## config.mk

```make
export PLATFORM = sky130hd
export DESIGN_NAME = sio_master
export DESIGN_NICKNAME = d
export VERILOG_FILES = /design/src/rtl/sio_pkg.sv /design/src/rtl/sio_tick_gen.sv /design/src/rtl/sio_shift.sv /design/src/rtl/sio_seq.sv /design/src/rtl/sio_master.sv
export SDC_FILE = /design/constraint.sdc
export NUM_CORES = 1
export LEC_CHECK = 0
export ABC_CLOCK_PERIOD_IN_PS = 2500
export CORE_ASPECT_RATIO = 1.75
export CORE_UTILIZATION = 60
export DETAILED_ROUTE_END_ITERATION = 16
export DONT_BUFFER_PORTS = 1
export MAX_ROUTING_LAYER = met4
export PLACE_DENSITY = 0.76
export SYNTH_ARGS = -nofsm -noshare
export SYNTH_HDL_FRONTEND = slang
export SYNTH_SLANG_ARGS = --single-unit
```

## constraint.sdc

```tcl
create_clock -name clk -period 2.5 [get_ports clk]
set_clock_uncertainty 0.15 [all_clocks]
set_input_delay 0.25 -clock clk [delete_from_list [all_inputs] [get_ports clk]]
set_output_delay 0.25 -clock clk [all_outputs]
set_load 0.005 [all_outputs]
```

## src/rtl/sio_pkg.sv

```systemverilog
package sio_pkg;

  typedef enum logic [1:0] {
    ST_IDLE  = 2'd0,
    ST_WAIT  = 2'd1,
    ST_SHIFT = 2'd2
  } xfer_state_t;

  typedef enum logic [1:0] {
    DIV_FAST  = 2'd0,
    DIV_MID   = 2'd1,
    DIV_SLOW  = 2'd2,
    DIV_SLOW2 = 2'd3
  } div_code_t;

endpackage

```

## src/rtl/sio_tick_gen.sv

```systemverilog
module sio_tick_gen
  import sio_pkg::*;
#(
  parameter int MID_DIV  = 8,
  parameter int SLOW_DIV = 32
) (
  input  logic       clk,
  input  logic       rst_n,
  input  logic [1:0] div_sel,
  output logic       rise_tick,
  output logic       fall_tick,
  output logic       phase
);

  localparam int CNT_W = (SLOW_DIV > 1) ? $clog2(SLOW_DIV) : 1;

  logic [CNT_W-1:0] cnt_q, cnt_d;
  logic [CNT_W-1:0] limit;
  logic             ph_q, ph_d;
  logic             tick;

  // Prescaler terminal count for the selected division.
  always_comb begin
    case (div_code_t'(div_sel))
      DIV_FAST: limit = '0;
      DIV_MID:  limit = CNT_W'(MID_DIV - 1);
      default:  limit = CNT_W'(SLOW_DIV - 1);
    endcase
  end

  assign tick = (cnt_q >= limit);

  always_comb begin
    cnt_d = tick ? '0 : cnt_q + 1'b1;
    ph_d  = tick ? ~ph_q : ph_q;
  end

  always_ff @(posedge clk or negedge rst_n) begin
    if (!rst_n) begin
      cnt_q <= '0;
      ph_q  <= 1'b1;
    end else begin
      cnt_q <= cnt_d;
      ph_q  <= ph_d;
    end
  end

  assign rise_tick = tick & ~ph_q;
  assign fall_tick = tick & ph_q;
  assign phase     = ph_q;

endmodule

```

## src/rtl/sio_shift.sv

```systemverilog
module sio_shift #(
  parameter int DATA_W = 8
) (
  input  logic              clk,
  input  logic              rst_n,
  input  logic              msb_first,
  input  logic              load,
  input  logic [DATA_W-1:0] load_data,
  input  logic              shift_en,
  input  logic              sample_en,
  input  logic              sdi,
  output logic              tx_bit,
  output logic [DATA_W-1:0] rx_word
);

  logic [DATA_W-1:0] tx_q, tx_d, tx_step;
  logic [DATA_W-1:0] rx_q, rx_d, rx_step;

  // Per-bit neighbour selection for both shift directions.
  genvar gi;
  generate
    for (gi = 0; gi < DATA_W; gi++) begin : g_lane
      if (gi == 0) begin : g_low
        assign tx_step[gi] = msb_first ? 1'b0 : tx_q[gi+1];
        assign rx_step[gi] = msb_first ? sdi : rx_q[gi+1];
      end else if (gi == DATA_W - 1) begin : g_high
        assign tx_step[gi] = msb_first ? tx_q[gi-1] : 1'b0;
        assign rx_step[gi] = msb_first ? rx_q[gi-1] : sdi;
      end else begin : g_mid
        assign tx_step[gi] = msb_first ? tx_q[gi-1] : tx_q[gi+1];
        assign rx_step[gi] = msb_first ? rx_q[gi-1] : rx_q[gi+1];
      end
    end
  endgenerate

  always_comb begin
    tx_d = tx_q;
    if (load) begin
      tx_d = load_data;
    end else if (shift_en) begin
      tx_d = tx_step;
    end
    rx_d = sample_en ? rx_step : rx_q;
  end

  always_ff @(posedge clk or negedge rst_n) begin
    if (!rst_n) begin
      tx_q <= '0;
      rx_q <= '0;
    end else begin
      tx_q <= tx_d;
      rx_q <= rx_d;
    end
  end

  assign tx_bit  = msb_first ? tx_q[DATA_W-1] : tx_q[0];
  assign rx_word = rx_q;

endmodule

```

## src/rtl/sio_seq.sv

```systemverilog
module sio_seq
  import sio_pkg::*;
#(
  parameter int DATA_W = 8
) (
  input  logic              clk,
  input  logic              rst_n,
  input  logic              enable,
  input  logic              out_en,
  input  logic              hold_out,
  input  logic              wr_en,
  input  logic [DATA_W-1:0] wr_data,
  input  logic              irq_clr,
  input  logic              rise_tick,
  input  logic              fall_tick,
  output logic              load,
  output logic [DATA_W-1:0] tx_hold,
  output logic              shift_en,
  output logic              sample_en,
  output logic              in_shift,
  output logic              busy,
  output logic [$clog2(DATA_W)-1:0] bit_idx,
  output logic              sdo_oe,
  output logic              irq_o
);

  localparam int IDX_W = $clog2(DATA_W);
  localparam logic [IDX_W-1:0] LAST_IDX = IDX_W'(DATA_W - 1);

  xfer_state_t       st_q, st_d;
  logic [IDX_W-1:0]  idx_q, idx_d;
  logic [DATA_W-1:0] hold_q, hold_d;
  logic              drive_q, drive_d;
  logic              irq_q, irq_d;
  logic              done;

  always_comb begin
    st_d      = st_q;
    idx_d     = idx_q;
    hold_d    = hold_q;
    done      = 1'b0;
    load      = 1'b0;
    shift_en  = 1'b0;
    sample_en = 1'b0;
    case (st_q)
      ST_IDLE: begin
        if (enable && wr_en) begin
          st_d   = ST_WAIT;
          hold_d = wr_data;
        end
      end
      ST_WAIT: begin
        if (!enable) begin
          st_d = ST_IDLE;
        end else if (fall_tick) begin
          st_d  = ST_SHIFT;
          idx_d = '0;
          load  = 1'b1;
        end
      end
      ST_SHIFT: begin
        if (!enable) begin
          st_d = ST_IDLE;
        end else begin
          shift_en = fall_tick;
          if (rise_tick) begin
            sample_en = 1'b1;
            if (idx_q == LAST_IDX) begin
              st_d = ST_IDLE;
              done = 1'b1;
            end else begin
              idx_d = idx_q + 1'b1;
            end
          end
        end
      end
      default: st_d = ST_IDLE;
    endcase
  end

  // Drive enable and interrupt flag next state.
  always_comb begin
    drive_d = drive_q;
    if (!(enable && out_en)) begin
      drive_d = 1'b0;
    end else if (load) begin
      drive_d = 1'b1;
    end else if (done && !hold_out) begin
      drive_d = 1'b0;
    end
    irq_d = irq_q;
    if (done) begin
      irq_d = 1'b1;
    end else if (irq_clr) begin
      irq_d = 1'b0;
    end
  end

  always_ff @(posedge clk or negedge rst_n) begin
    if (!rst_n) begin
      st_q    <= ST_IDLE;
      idx_q   <= '0;
      hold_q  <= '0;
      drive_q <= 1'b0;
      irq_q   <= 1'b0;
    end else begin
      st_q    <= st_d;
      idx_q   <= idx_d;
      hold_q  <= hold_d;
      drive_q <= drive_d;
      irq_q   <= irq_d;
    end
  end

  assign in_shift = (st_q == ST_SHIFT);
  assign busy     = (st_q != ST_IDLE);
  assign bit_idx  = idx_q;
  assign tx_hold  = hold_q;
  assign sdo_oe   = drive_q & enable & out_en;
  assign irq_o    = irq_q;

endmodule

```

## src/rtl/sio_master.sv

```systemverilog
module sio_master
  import sio_pkg::*;
#(
  parameter int DATA_W   = 8,
  parameter int MID_DIV  = 8,
  parameter int SLOW_DIV = 32
) (
  input  logic              clk,
  input  logic              rst_n,
  input  logic              enable,
  input  logic              out_en,
  input  logic              clk_pol,
  input  logic              msb_first,
  input  logic              hold_out,
  input  logic [1:0]        div_sel,
  input  logic              wr_en,
  input  logic [DATA_W-1:0] wr_data,
  input  logic              irq_clr,
  output logic [DATA_W-1:0] rx_data,
  output logic              irq_o,
  output logic              sclk_o,
  output logic              sdo_o,
  output logic              sdo_oe,
  input  logic              sdi
);

  localparam int IDX_W = $clog2(DATA_W);

  logic              rise_tick, fall_tick, phase;
  logic              load, shift_en, sample_en;
  logic              in_shift, busy;
  logic [IDX_W-1:0]  bit_idx;
  logic [DATA_W-1:0] tx_hold;

  sio_tick_gen #(
    .MID_DIV  (MID_DIV),
    .SLOW_DIV (SLOW_DIV)
  ) u_tick (
    .clk       (clk),
    .rst_n     (rst_n),
    .div_sel   (div_sel),
    .rise_tick (rise_tick),
    .fall_tick (fall_tick),
    .phase     (phase)
  );

  sio_seq #(
    .DATA_W (DATA_W)
  ) u_seq (
    .clk       (clk),
    .rst_n     (rst_n),
    .enable    (enable),
    .out_en    (out_en),
    .hold_out  (hold_out),
    .wr_en     (wr_en),
    .wr_data   (wr_data),
    .irq_clr   (irq_clr),
    .rise_tick (rise_tick),
    .fall_tick (fall_tick),
    .load      (load),
    .tx_hold   (tx_hold),
    .shift_en  (shift_en),
    .sample_en (sample_en),
    .in_shift  (in_shift),
    .busy      (busy),
    .bit_idx   (bit_idx),
    .sdo_oe    (sdo_oe),
    .irq_o     (irq_o)
  );

  sio_shift #(
    .DATA_W (DATA_W)
  ) u_shift (
    .clk       (clk),
    .rst_n     (rst_n),
    .msb_first (msb_first),
    .load      (load),
    .load_data (tx_hold),
    .shift_en  (shift_en),
    .sample_en (sample_en),
    .sdi       (sdi),
    .tx_bit    (sdo_o),
    .rx_word   (rx_data)
  );

  // Gated shift clock: follows the internal phase only while shifting.
  assign sclk_o = in_shift ? (phase ^ clk_pol) : ~clk_pol;

endmodule

```

==> metrics <==
Setup crit end kind flop; first-pass GRT wire length 6.06 mm; initial antenna violation count 0; synth unique cells 36; # clock sinks 37; period utilization 95.0%; number of synthesized register bits 37; routed wire length 3.60 mm; met2 usage 41.7%; PwrDens 892 mW/mm^2; CTS tree built; Crit. Startpoint u_tick.cnt_q[4]; most common cell in the synthesized netlist dfrtp_1; clk root buf clkbuf_8; Worst Hold Class in -> reg; Num CTS Buffers 5; worst skew pair latency 0.28 ns; layout cells sized above 1 22.8%; Post-Synth Adder-Cell Area 4.43%; Via density 5.61; Finish-stage setup viols 0; Worst EP required 2.51 ns; Die X 45.4 um; max frequency 421 MHz; Post-Synth Simple-Gate Area 12.3%; Post-synth EDFFs 0; Slew headroom 52.9%; row count 27; Clock transition at path regs 0.07 ns; Post-synth top cells dfrtp_1, mux2_2, inv_1; Max Slew Vio Count 0; Die Ht 77.9 um; IO Pins 32; multi-input logic area 966 um^2; Pleak 1.07 nW; ys async rst share 100%; GRT Total Usage 24.1%; Worst Path Max Fanout 6; final hold viol count 0; post-synthesis sequential area ratio 46.9%; first-pass iteration count of the detailed router 4; reg-to-reg critical path startpoint u_tick.cnt_q[4]; busiest layer in global routing met2; GP Congestion 0.815; Bufs on Longest Clock Path 2; met3 usage in global routing 3.95%; Final ANT Viol Nets 0; nets 219; max_cap viols 0; hold path startpoint irq_clr; Tightest Pin Transition 0.703 ns; fillers 247; Synth Flop Type dfrtp_1; crit path time final 2.38 ns; Synth Area in Compound Gates 7.41%; Core Box Area 0.00314 mm^2; xor/xnor share of the synthesized area 2.66%; Worst Setup Start Kind flop; post-synthesis net count 202; Starting Density 62.9%; area share of the largest cell type after synthesis 45.6%; Post-CTS Resized 0; largest area contributor in the synthesized netlist dfrtp_1; Starting DRT DRC Count 16; Die ar. 0.00354 mm^2; Layout area overhead 13.9%; top cells by area, synth dfrtp_1, mux2_2, mux2i_1; pin count of the biggest net entering global routing 38; Worst VDD drop 0.672 mV; largest family of logic cells by synthesized area multiplexers; vias in the first global route 1384; IO Port Bufs 0; routed vias 1324; Antenna Cells 0; mux contribution to synthesized area 22.1%; synth warn 0; Crit Path Class reg -> reg; final hold slack 0.0131 ns; H-tree depth 2; per-cell routed wire length 15.3 um; Syn Inst Count 175; met1 usage 26.4%; Crit path arrival time 2.39 ns; Post-Route Setup TNS 0 ns; Post-Syn Area per Cell 11.3 um^2; DP HPWL 2.61 mm; Syn Std Cell Area 0.00198 mm^2; DR DRC count 0; register area 927 um^2; Overflow after GRT 0; status finished clean
## layer usage
layer	share of wire, %	vias to the layer above
li1	-	637
met4	0.92	0
met3	3.6	4
met1	37	659
met5	0	-
met2	58	24
## kinds of logic (layout without fill, tap and decap cells)
family	count (synthesis)	after routing
AND/OR/NAND/NOR	43	43
adder cells (fa/ha/maj)	7	7
XOR/XNOR	6	6
multiplexers	40	40
AO/OA/AOI/OAI	20	20
flip-flops	37	37
buffers and inverters	22	40
## worst max-delay path, stage by stage, from the launching register on
cell and delay, ns:
dfrtp_1 0.39, ha_1 0.32, a21o_1 0.22, a31oi_1 0.54, and4bb_2 0.34, mux2_4 0.30
## where the power goes
part           switching, mW  internal (mW)
registers              0.166          0.788
clock network          0.186          0.225
logic                  0.320          0.323
## placed cells by master, fill, tap and decap left out, types with 4 or more instances in the layout
cell and count:
dfrtp_1 36, mux2_2 25, inv_1 17, nor2_1 16, mux2i_1 14, dlygate4sd3_1 10
nand2_1 8, ha_1 7, a21oi_1 6, clkbuf_8 6, nand3_1 4, xor2_1 4
o21ai_0 4, buf_4 4
## timing repair
| item | in CTS | in global routing |
|---|---|---|
| endpoints found under the hold margin | 46 | 0 |
| setup endpoints to repair | 0 | 3 |
| setup buffers | 0 | 1 |
| hold buffers | 11 | 0 |
## through the flow
stage | setup slack, ns | instance area, um^2 | cells | power (mW) | utilization (%)
floorplan | 0.0781 | 1980 | 175 | 1.42 | -
global placement | 0.0882 | 2030 | 216 | 1.53 | 64.7
detailed placement | 0.00229 | 2030 | 216 | 1.58 | 64.7
CTS | 0.102 | 2240 | 235 | 2.02 | 71.4
global route | -0.0104 | 2250 | 236 | 2.15 | 71.6
finish | 0.124 | 2250 | 236 | 2.01 | 71.6
## sequential cells by signal, summed over array words and instances, names as in the netlist
register / cells
u_seq.bit_idx: 3
u_seq.tx_hold: 8
u_shift.tx_q: 8
u_seq.st_q: 2
u_tick.phase: 1
u_shift.rx_word: 8
u_seq.irq_o: 1
u_tick.cnt_q: 5
u_seq.drive_q: 1
## cell type report
cell class,instances,area share [%]
clock buffer,8,4.00
inverter,17,2.83
multi-input combinational,116,42.9
sequential,37,41.2
tap,43,2.39
timing repair buffer,15,6.67
## path summary, 6_finish.rpt
path                       cells after the start          endpoint  slack [ns]
max                                            5  u_seq.bit_idx[0]        0.12
min                                            2       u_seq.irq_o        0.01
max reg2reg                                    5  u_seq.bit_idx[0]        0.12
min reg2reg                                    1   u_tick.cnt_q[0]        0.35
max in group asynchronous                      2      u_tick.phase        1.68
min in group asynchronous                      2   u_shift.tx_q[6]        0.28
Power figures use the tool's default switching activity.
